### config.mk
export PLATFORM = sky130hd
export DESIGN_NAME = pin_bank_top
export DESIGN_NICKNAME = d
export VERILOG_FILES = /design/src/rtl/pin_bank_pkg.sv /design/src/rtl/pin_sync.sv /design/src/rtl/alias_reg.sv /design/src/rtl/pin_bank_top.sv
export SDC_FILE = /design/constraint.sdc
export NUM_CORES = 1
export LEC_CHECK = 0
export BUFFER_PORTS_ARGS = -buffer_cell sky130_fd_sc_hd__buf_2
export CAP_MARGIN = 20
export CORE_MARGIN = 4
export CORE_UTILIZATION = 56
export CTS_CLUSTER_SIZE = 25
export DETAILED_ROUTE_END_ITERATION = 7
export GPL_TIMING_DRIVEN = 0
export PLACE_DENSITY_LB_ADDON = 0.2
export RECOVER_POWER = 100
export SLEW_MARGIN = 20
export SYNTH_ARGS = -nofsm -noshare
export SYNTH_HDL_FRONTEND = slang
export SYNTH_SLANG_ARGS = --single-unit
### constraint.sdc
create_clock -name clk -period 2.03 [get_ports clk]
set_input_delay 0.203 -clock clk [delete_from_list [all_inputs] [get_ports clk]]
set_output_delay 0.203 -clock clk [all_outputs]
set_load 0.01 [all_outputs]
### src/rtl/pin_bank_pkg.sv
package pin_bank_pkg;

  // Low two bits of the word index select how a write is applied.
  typedef enum logic [1:0] {
    ALIAS_WRITE  = 2'd0,
    ALIAS_SET    = 2'd1,
    ALIAS_CLEAR  = 2'd2,
    ALIAS_TOGGLE = 2'd3
  } alias_op_e;

  // Upper bits of the word index select the target.
  localparam int unsigned GRP_DIR  = 0;
  localparam int unsigned GRP_OUT  = 1;
  localparam int unsigned WORD_PIN = 8;

endpackage

### src/rtl/pin_sync.sv
module pin_sync #(
  parameter int unsigned W      = 32,
  parameter int unsigned STAGES = 2
) (
  input  logic         clk,
  input  logic         rst,
  input  logic [W-1:0] async_i,
  output logic [W-1:0] sync_o
);

  logic [W-1:0] chain [STAGES];

  generate
    for (genvar s = 0; s < STAGES; s++) begin : g_stage
      if (s == 0) begin : g_first
        always_ff @(posedge clk) begin
          if (rst) chain[s] <= '0;
          else     chain[s] <= async_i;
        end
      end else begin : g_next
        always_ff @(posedge clk) begin
          if (rst) chain[s] <= '0;
          else     chain[s] <= chain[s-1];
        end
      end
    end
  endgenerate

  assign sync_o = chain[STAGES-1];

endmodule

### src/rtl/alias_reg.sv
module alias_reg
  import pin_bank_pkg::*;
#(
  parameter int unsigned    W       = 32,
  parameter logic [W-1:0]   RST_VAL = '0
) (
  input  logic         clk,
  input  logic         rst,
  input  logic         wr_en,
  input  alias_op_e    op,
  input  logic [W-1:0] data,
  input  logic [W-1:0] mask,
  output logic [W-1:0] q
);

  logic [W-1:0] hit;
  logic [W-1:0] nxt;

  assign hit = data & mask;

  always_comb begin
    unique case (op)
      ALIAS_WRITE:  nxt = (q & ~mask) | hit;
      ALIAS_SET:    nxt = q | hit;
      ALIAS_CLEAR:  nxt = q & ~hit;
      ALIAS_TOGGLE: nxt = q ^ hit;
      default:      nxt = q;
    endcase
  end

  always_ff @(posedge clk) begin
    if (rst)        q <= RST_VAL;
    else if (wr_en) q <= nxt;
  end

endmodule

### src/rtl/pin_bank_top.sv
module pin_bank_top
  import pin_bank_pkg::*;
#(
  parameter int unsigned NPINS = 32,
  parameter int unsigned DW    = 32,
  parameter int unsigned AW    = 6
) (
  input  logic              clk,
  input  logic              rst,
  input  logic              wb_cyc_i,
  input  logic              wb_stb_i,
  input  logic              wb_we_i,
  input  logic [AW-1:0]     wb_adr_i,
  input  logic [DW-1:0]     wb_dat_i,
  input  logic [DW/8-1:0]   wb_sel_i,
  output logic [DW-1:0]     wb_dat_o,
  output logic              wb_ack_o,
  input  logic [NPINS-1:0]  pad_in,
  output logic [NPINS-1:0]  pad_out,
  output logic [NPINS-1:0]  pad_oe_n
);

  localparam int unsigned IW = AW - 2;

  logic             accept;
  logic [IW-1:0]    widx;
  alias_op_e        op;
  logic             dir_hit, out_hit, pin_hit;
  logic [NPINS-1:0] bmask;
  logic [NPINS-1:0] wdata;
  logic [NPINS-1:0] pin_sync_q;
  logic [DW-1:0]    rd_val;

  assign accept  = wb_cyc_i & wb_stb_i & ~wb_ack_o;
  assign widx    = wb_adr_i[AW-1:2];
  assign op      = alias_op_e'(widx[1:0]);
  assign dir_hit = (widx >> 2) == IW'(GRP_DIR);
  assign out_hit = (widx >> 2) == IW'(GRP_OUT);
  assign pin_hit = widx == IW'(WORD_PIN);
  assign wdata   = wb_dat_i[NPINS-1:0];

  generate
    for (genvar b = 0; b < NPINS; b++) begin : g_mask
      assign bmask[b] = wb_sel_i[b/8];
    end
  endgenerate

  alias_reg #(.W(NPINS), .RST_VAL({NPINS{1'b1}})) u_dir (
    .clk(clk), .rst(rst), .wr_en(accept & wb_we_i & dir_hit),
    .op(op), .data(wdata), .mask(bmask), .q(pad_oe_n)
  );

  alias_reg #(.W(NPINS), .RST_VAL('0)) u_out (
    .clk(clk), .rst(rst), .wr_en(accept & wb_we_i & out_hit),
    .op(op), .data(wdata), .mask(bmask), .q(pad_out)
  );

  pin_sync #(.W(NPINS), .STAGES(2)) u_sync (
    .clk(clk), .rst(rst), .async_i(pad_in), .sync_o(pin_sync_q)
  );

  always_comb begin
    rd_val = '0;
    if (dir_hit)      rd_val[NPINS-1:0] = pad_oe_n;
    else if (out_hit) rd_val[NPINS-1:0] = pad_out;
    else if (pin_hit) rd_val[NPINS-1:0] = pin_sync_q;
  end

  always_ff @(posedge clk) begin
    if (rst) begin
      wb_ack_o <= 1'b0;
      wb_dat_o <= '0;
    end else begin
      wb_ack_o <= accept;
      if (accept) wb_dat_o <= rd_val;
    end
  end

endmodule

==> metrics, run 1 <==
Critical Path End Type flip-flop; First-pass DRT Iterations 8; clock buffer depth 2; Worst Skew ~0.0054 ns; crit path kind reg -> reg; flop and latch count out of synthesis approximately 160; share of cells above drive strength 1 10.57%; WP data arrival between 2 and 2.5 ns; CP max FO 10; most frequent cells in the layout 161 x dfxtp_1, 148 x clkbuf_1, 129 x nor2_1; PwrDens approximately 750 nW/um2; WP depth 5; Starting DRT DRC Count about 760; Cells after Synth around 1100; Final Critical Period 1.895 ns; clock slew at reported path FFs around 0.07 ns; standby leakage power 4.410 nW; Reg2Reg Depth 5; Final Max Tran Viols 0; Inst Count DP roughly 1400; drc violations 0; Ports around 180; CP bufs+invs 3; total congestion overflow 0; setup violators final 0; fin crit share between 90% and 100%; Starting Density around 58%; htree depth 4; first-pass GRT wire length about 42000 um; Worst Max-Slew Pin Slew roughly 0.75 ns; RSZ-0062 raised after global routing false; number of global-route vias before repair 8190; Final Power between 7 and 8 mW; Required @ worst endpoint approximately 2.3 ns; setup TNS 0 ns; Max stage delay on crit path 0.52 ns; Post-Synthesis Cell Area ~8600 um2; Worst setup SP type flip-flop; Rel. slew slack approximately half; number of max-cap violations 0; CTS Hold Bufs 31; GRT Total Usage roughly 30%; Post-Syn Nets about 1200; HP Class in -> reg; Seq/Total Area, Yosys 37.57%; Antenna Nets Post-Route 0; Max stage delay cell, worst path clkbuf_1; commonest non-fill, non-tap cell in the layout dfxtp_1; GP Congestion 0.9022; worst-path cell chain and3b_1 > buf_2 > buf_2 > clkbuf_1 > a211oi_1; chip height about 130 um; initial antenna violation count 2; insertion delay to the later sink of the worst-skew pair 0.44 ns; Non-Filler Instances 1472; clk sinks 161; Synth Warn # 0; CP top delay family buffers and inverters; Layout Nets 1417; max frequency 0.5277 GHz; maximum VDD drop just over 0.7 mV; most numerous cell on the critical path buf_2; core area around 15000 um2; die area 17360 um2; post-cts resize count 0; CTS Root Cell clkbuf_16; WHS Path Cells 2; routed vias 8461; vias per inst roughly 5.7; I/O Buffers 166; Unique masters post-synth 28; Mapped Avg Cell Area ~8.1 um2; pin count of the biggest net entering global routing 17; Std-Cell Rows 44; Post-CTS Setup Inserts 0; wirelength, routed ~27000 um; post-DP HPWL between 15000 and 20000 um; Chip Width around 130 um; CTS tree yes; final hold vios 0; DR WL/cell roughly 18 um; cts bufs inserted 17; Layout area overhead 21.50%; status finished, final reports clean
==> final timing paths <==
path                                                      from                              to  slack, ns
worst max register to register             wb_ack_o$_SDFF_PP0_       wb_dat_o[18]$_SDFFE_PP0P_       0.13
worst min-delay path                                pad_in[27]  u_sync.chain[0][27]$_SDFF_PP0_       0.04
worst max-delay path                       wb_ack_o$_SDFF_PP0_       wb_dat_o[18]$_SDFFE_PP0P_       0.13
worst min register to register  u_sync.chain[0][24]$_SDFF_PP0_  u_sync.chain[1][24]$_SDFF_PP0_       0.44
==> state kept, by name, summed over array words and instances, names as in the netlist <==
signal        cells
u_dir.q          32
wb_dat_o         32
u_out.q          32
u_sync.chain     64
wb_ack_o          1
==> worst register-to-register path, cell delays in order, from the launching register on <==
cell	delay [ns]
dfxtp_1	0.31
and3b_1	0.19
buf_2	0.20
buf_2	0.33
clkbuf_1	0.52
a211oi_1	0.19
==> logic make-up after synthesis <==
group                      after synthesis  share of synthesized area, %
and+or+nand+nor                        427                         25.93
AOI/OAI and AO/OA                      256                         17.09
buffers and inverters                  118                         6.344
adders and majority gates               64                         9.334
DFF                                    161                         37.57
muxes                                   32                         3.733
==> area by class of cell <==
type                       instances  area [um2]
clock buffer                      20       466.7
antenna                            1       2.502
tap                              184       230.2
buffer                            86       424.2
inverter                          32       120.1
clock inverter                    12       145.1
sequential                       161        3223
multi-input combinational        779        4792
timing repair buffer             197        1020
fill                            1263        4330
==> Yosys cell counts, drive strengths merged <==
cell type,instances,area share [%]
inv,32,1.4
nand4b,1,0.28
and3,1,0.073
o21ai,96,5.6
nand2b,36,2.6
nand3b,32,2.8
clkbuf,51,2.3
buf,35,2.7
and2,64,4.7
nand3,33,1.9
nor2b,65,4.7
a31oi,64,4.7
nor4b,1,0.28
dfxtp,161,38
a21oi,64,3.7
nand2,64,2.8
a211oi,32,3.1
and3b,1,0.10
ha,64,9.3
mux2i,32,3.7
nor2,129,5.6
==> per-stage QoR <==
step | worst slack, ns | utilization, % | hold slack (ns) | instance area, um2
finish | 0.1350 | 70.65 | 0.04086 | 10420
global route | 0.06847 | 70.65 | 0.02805 | 10420
global placement | 0.1438 | 65.34 | 0.4092 | 9641
detailed placement | 0.1222 | 65.34 | 0.4162 | 9641
CTS | 0.1564 | 71.59 | 0.03059 | 10560
floorplan | 0.5610 | - | 0.3312 | 8579
==> layer usage <==
metal / GRT usage [%] / part of all wire [%]
met3: 6.489 / 8.4
met2: 50.97 / 48
met4: 12.72 / 3.2
met5: 0 / 0.026
met1: 37.35 / 41
==> power by group <==
part / internal, mW / switching, mW / leakage (nW)
registers: 3.28 / 0.0688 / 1.32
clock network: 1.94 / 1.44 / 0.300
logic: 0.427 / 0.633 / 2.79
(Power assumes the default switching activity.)
==> run 2, diff against run 1 <==
- CORE_UTILIZATION: 56 -> 57
- CTS_BUF_LIST: not set -> sky130_fd_sc_hd__clkbuf_2
==> metrics, run 2 (same netlist as run 1, synthesis figures left out) <==
worst setup path startpoint wb_ack_o$_SDFF_PP0_; First-pass DRT Iterations 7; Layout area overhead 22.63%; Critical Path End Type flip-flop; HP Class in -> reg; Required @ worst endpoint approximately 2.8 ns; WHS Path Cells 5; status finished, final reports clean; routed vias 8531; initial antenna violation count 1; worst hold start wb_sel_i[0]; number of global-route vias before repair 8097; standby leakage power about 4.5 nW; share of cells above drive strength 1 a little over a tenth; CP max FO 5; wirelength, routed 26800 um; chip height between 100 and 150 um; GRT Total Usage 31.48%; first-pass GRT wire length between 40000 and 50000 um; drc violations 0; Final Max Tran Viols 0; Std-Cell Rows 44; Antenna Nets Post-Route 0; Seq. cell area between 3000 and 4000 um2; max reg flops 64; DR WL/cell between 15 and 20 um; Rel. slew slack about half; total congestion overflow 0; Chip Width about 130 um; CP bufs+invs 3; insertion delay to the later sink of the worst-skew pair ~0.77 ns; Worst setup SP type flip-flop; Hold Path End u_out.q[4]$_SDFFE_PP0P_; clock buffer depth 2; RSZ-0062 raised after global routing false; Starting Density between 50% and 60%; Worst Skew about 0.038 ns; clock slew at reported path FFs approximately 0.27 ns; Worst Max-Slew Pin Slew between 0.7 and 0.8 ns; core area ~15000 um2; Worst R2R Setup Slack roughly 0.058 ns; GP Congestion between 0.8 and 0.9; crit path kind reg -> reg; Starting DRT DRC Count between 800 and 900; PwrDens around 620 nW/um2; Max stage delay cell, worst path dlygate4sd3_1; vias per inst 5.638; Multi-input gate area roughly 4800 um2; worst-path cell chain and3b_1 > buf_2 > and3_1 > clkbuf_1 > a31oi_1 > o21ai_1 > dlygate4sd3_1; fin crit share between 90% and 100%; die area 17080 um2; I/O Buffers between 150 and 200; CTS Root Cell clkbuf_2; max frequency 0.5070 GHz; CTS tree yes; CP top delay family buffers and inverters; placed cell area 9641 um2; Layout Nets approximately 1500; pin count of the biggest net entering global routing 17; WP data arrival approximately 2.7 ns; htree depth 4; commonest non-fill, non-tap cell in the layout dfxtp_1; Reg2Reg Depth 7; most frequent cells in the layout 159 x dfxtp_1, 143 x clkbuf_1, 129 x nor2_1; final hold vios 0; maximum VDD drop slightly above 0.7 mV; clk sinks between 150 and 200; FILL cells about 1200; number of max-cap violations 0; Largest Register u_sync.chain; setup TNS 0 ns; Max stage delay on crit path 0.55 ns; fin area between 10000 and 15000 um2; RR Endpoint u_dir.q[31]$_SDFFE_PP1P_; Ports about 180; Final Critical Period slightly below 2 ns; cts bufs inserted 17; post-DP HPWL ~18000 um; setup violators final 0; Reg-to-Reg Start wb_ack_o$_SDFF_PP0_
-- run 2: cell count changes in the layout (fill, tap and decap cells not counted), sizes merged --
cell         delta
clkinvlp        +1
bufinv          +2
clkbuf          -1
dlygate4sd3    +40
buf             -1
-- run 2: final cells by class --
type	instances	share of cell area, %
Multi-Input combinational cell	779	45.50
Sequential cell	161	30.66
Timing Repair Buffer	238	13.71
Buffer	86	4.055
Tap cell	184	2.188
Clock inverter	15	1.915
Inverter	32	1.142
Clock buffer	17	0.8087
Antenna cell	1	0.02378
-- run 2: stage by stage --
| step | hold WS, ns | power [mW] | worst slack (ns) | std cells | utilization (%) |
|---|---|---|---|---|---|
| 6_report | 0.03894 | 6.564 | 0.05761 | 1513 | 71.85 |
| 5_1_grt | -0.0001627 | 6.835 | 0.01494 | 1513 | 71.85 |
| 3_5_place_dp | 0.4147 | 4.431 | 0.07324 | 1408 | 65.83 |
| 3_3_place_gp | 0.4090 | 4.399 | 0.07098 | 1408 | 65.83 |
| 2_1_floorplan | 0.3312 | 4.069 | 0.5610 | 1058 | - |
| 4_1_cts | 0.004526 | 6.557 | 0.04269 | 1511 | 72.64 |
-- run 2: worst min-delay path: stages --
cell	delay [ns]
clkbuf_1	0.18
nand2_1	0.16
nand2b_1	0.09
nand3b_1	0.08
a31oi_1	0.08
-- run 2: how the worst max path moves through the flow --
stage	cells after the start	endpoint
floorplan	7	u_out.q[1]$_SDFFE_PP0P_
global placement	4	wb_dat_o[4]$_SDFFE_PP0P_
detailed placement	4	wb_dat_o[5]$_SDFFE_PP0P_
CTS	5	wb_dat_o[17]$_SDFFE_PP0P_
global route	7	u_dir.q[31]$_SDFFE_PP1P_
finish	7	u_dir.q[31]$_SDFFE_PP1P_
-- run 2: what timing repair did --
item                                   CTS  global route
hold buffers                            71             0
setup endpoints to repair                0             8
setup buffers                            0             1
resized for setup                        0             4
endpoints found under the hold margin   98             0
-- run 2: power breakdown --
part	leakage, nW	switching [mW]	internal (mW)
registers	1.32	0.0681	3.29
logic	2.97	0.641	0.476
clock network	0.164	1.26	0.827
total	4.45	1.97	4.60
-- run 2: per-layer routing --
layer / share of wire (%) / track usage (%) / up-vias
met5: 0 / 0 / -
met4: 3.4 / 12.70 / 0
met3: 7.1 / 6.016 / 71
met2: 48 / 52.54 / 377
met1: 42 / 40.16 / 3950
li1: - / - / 4133
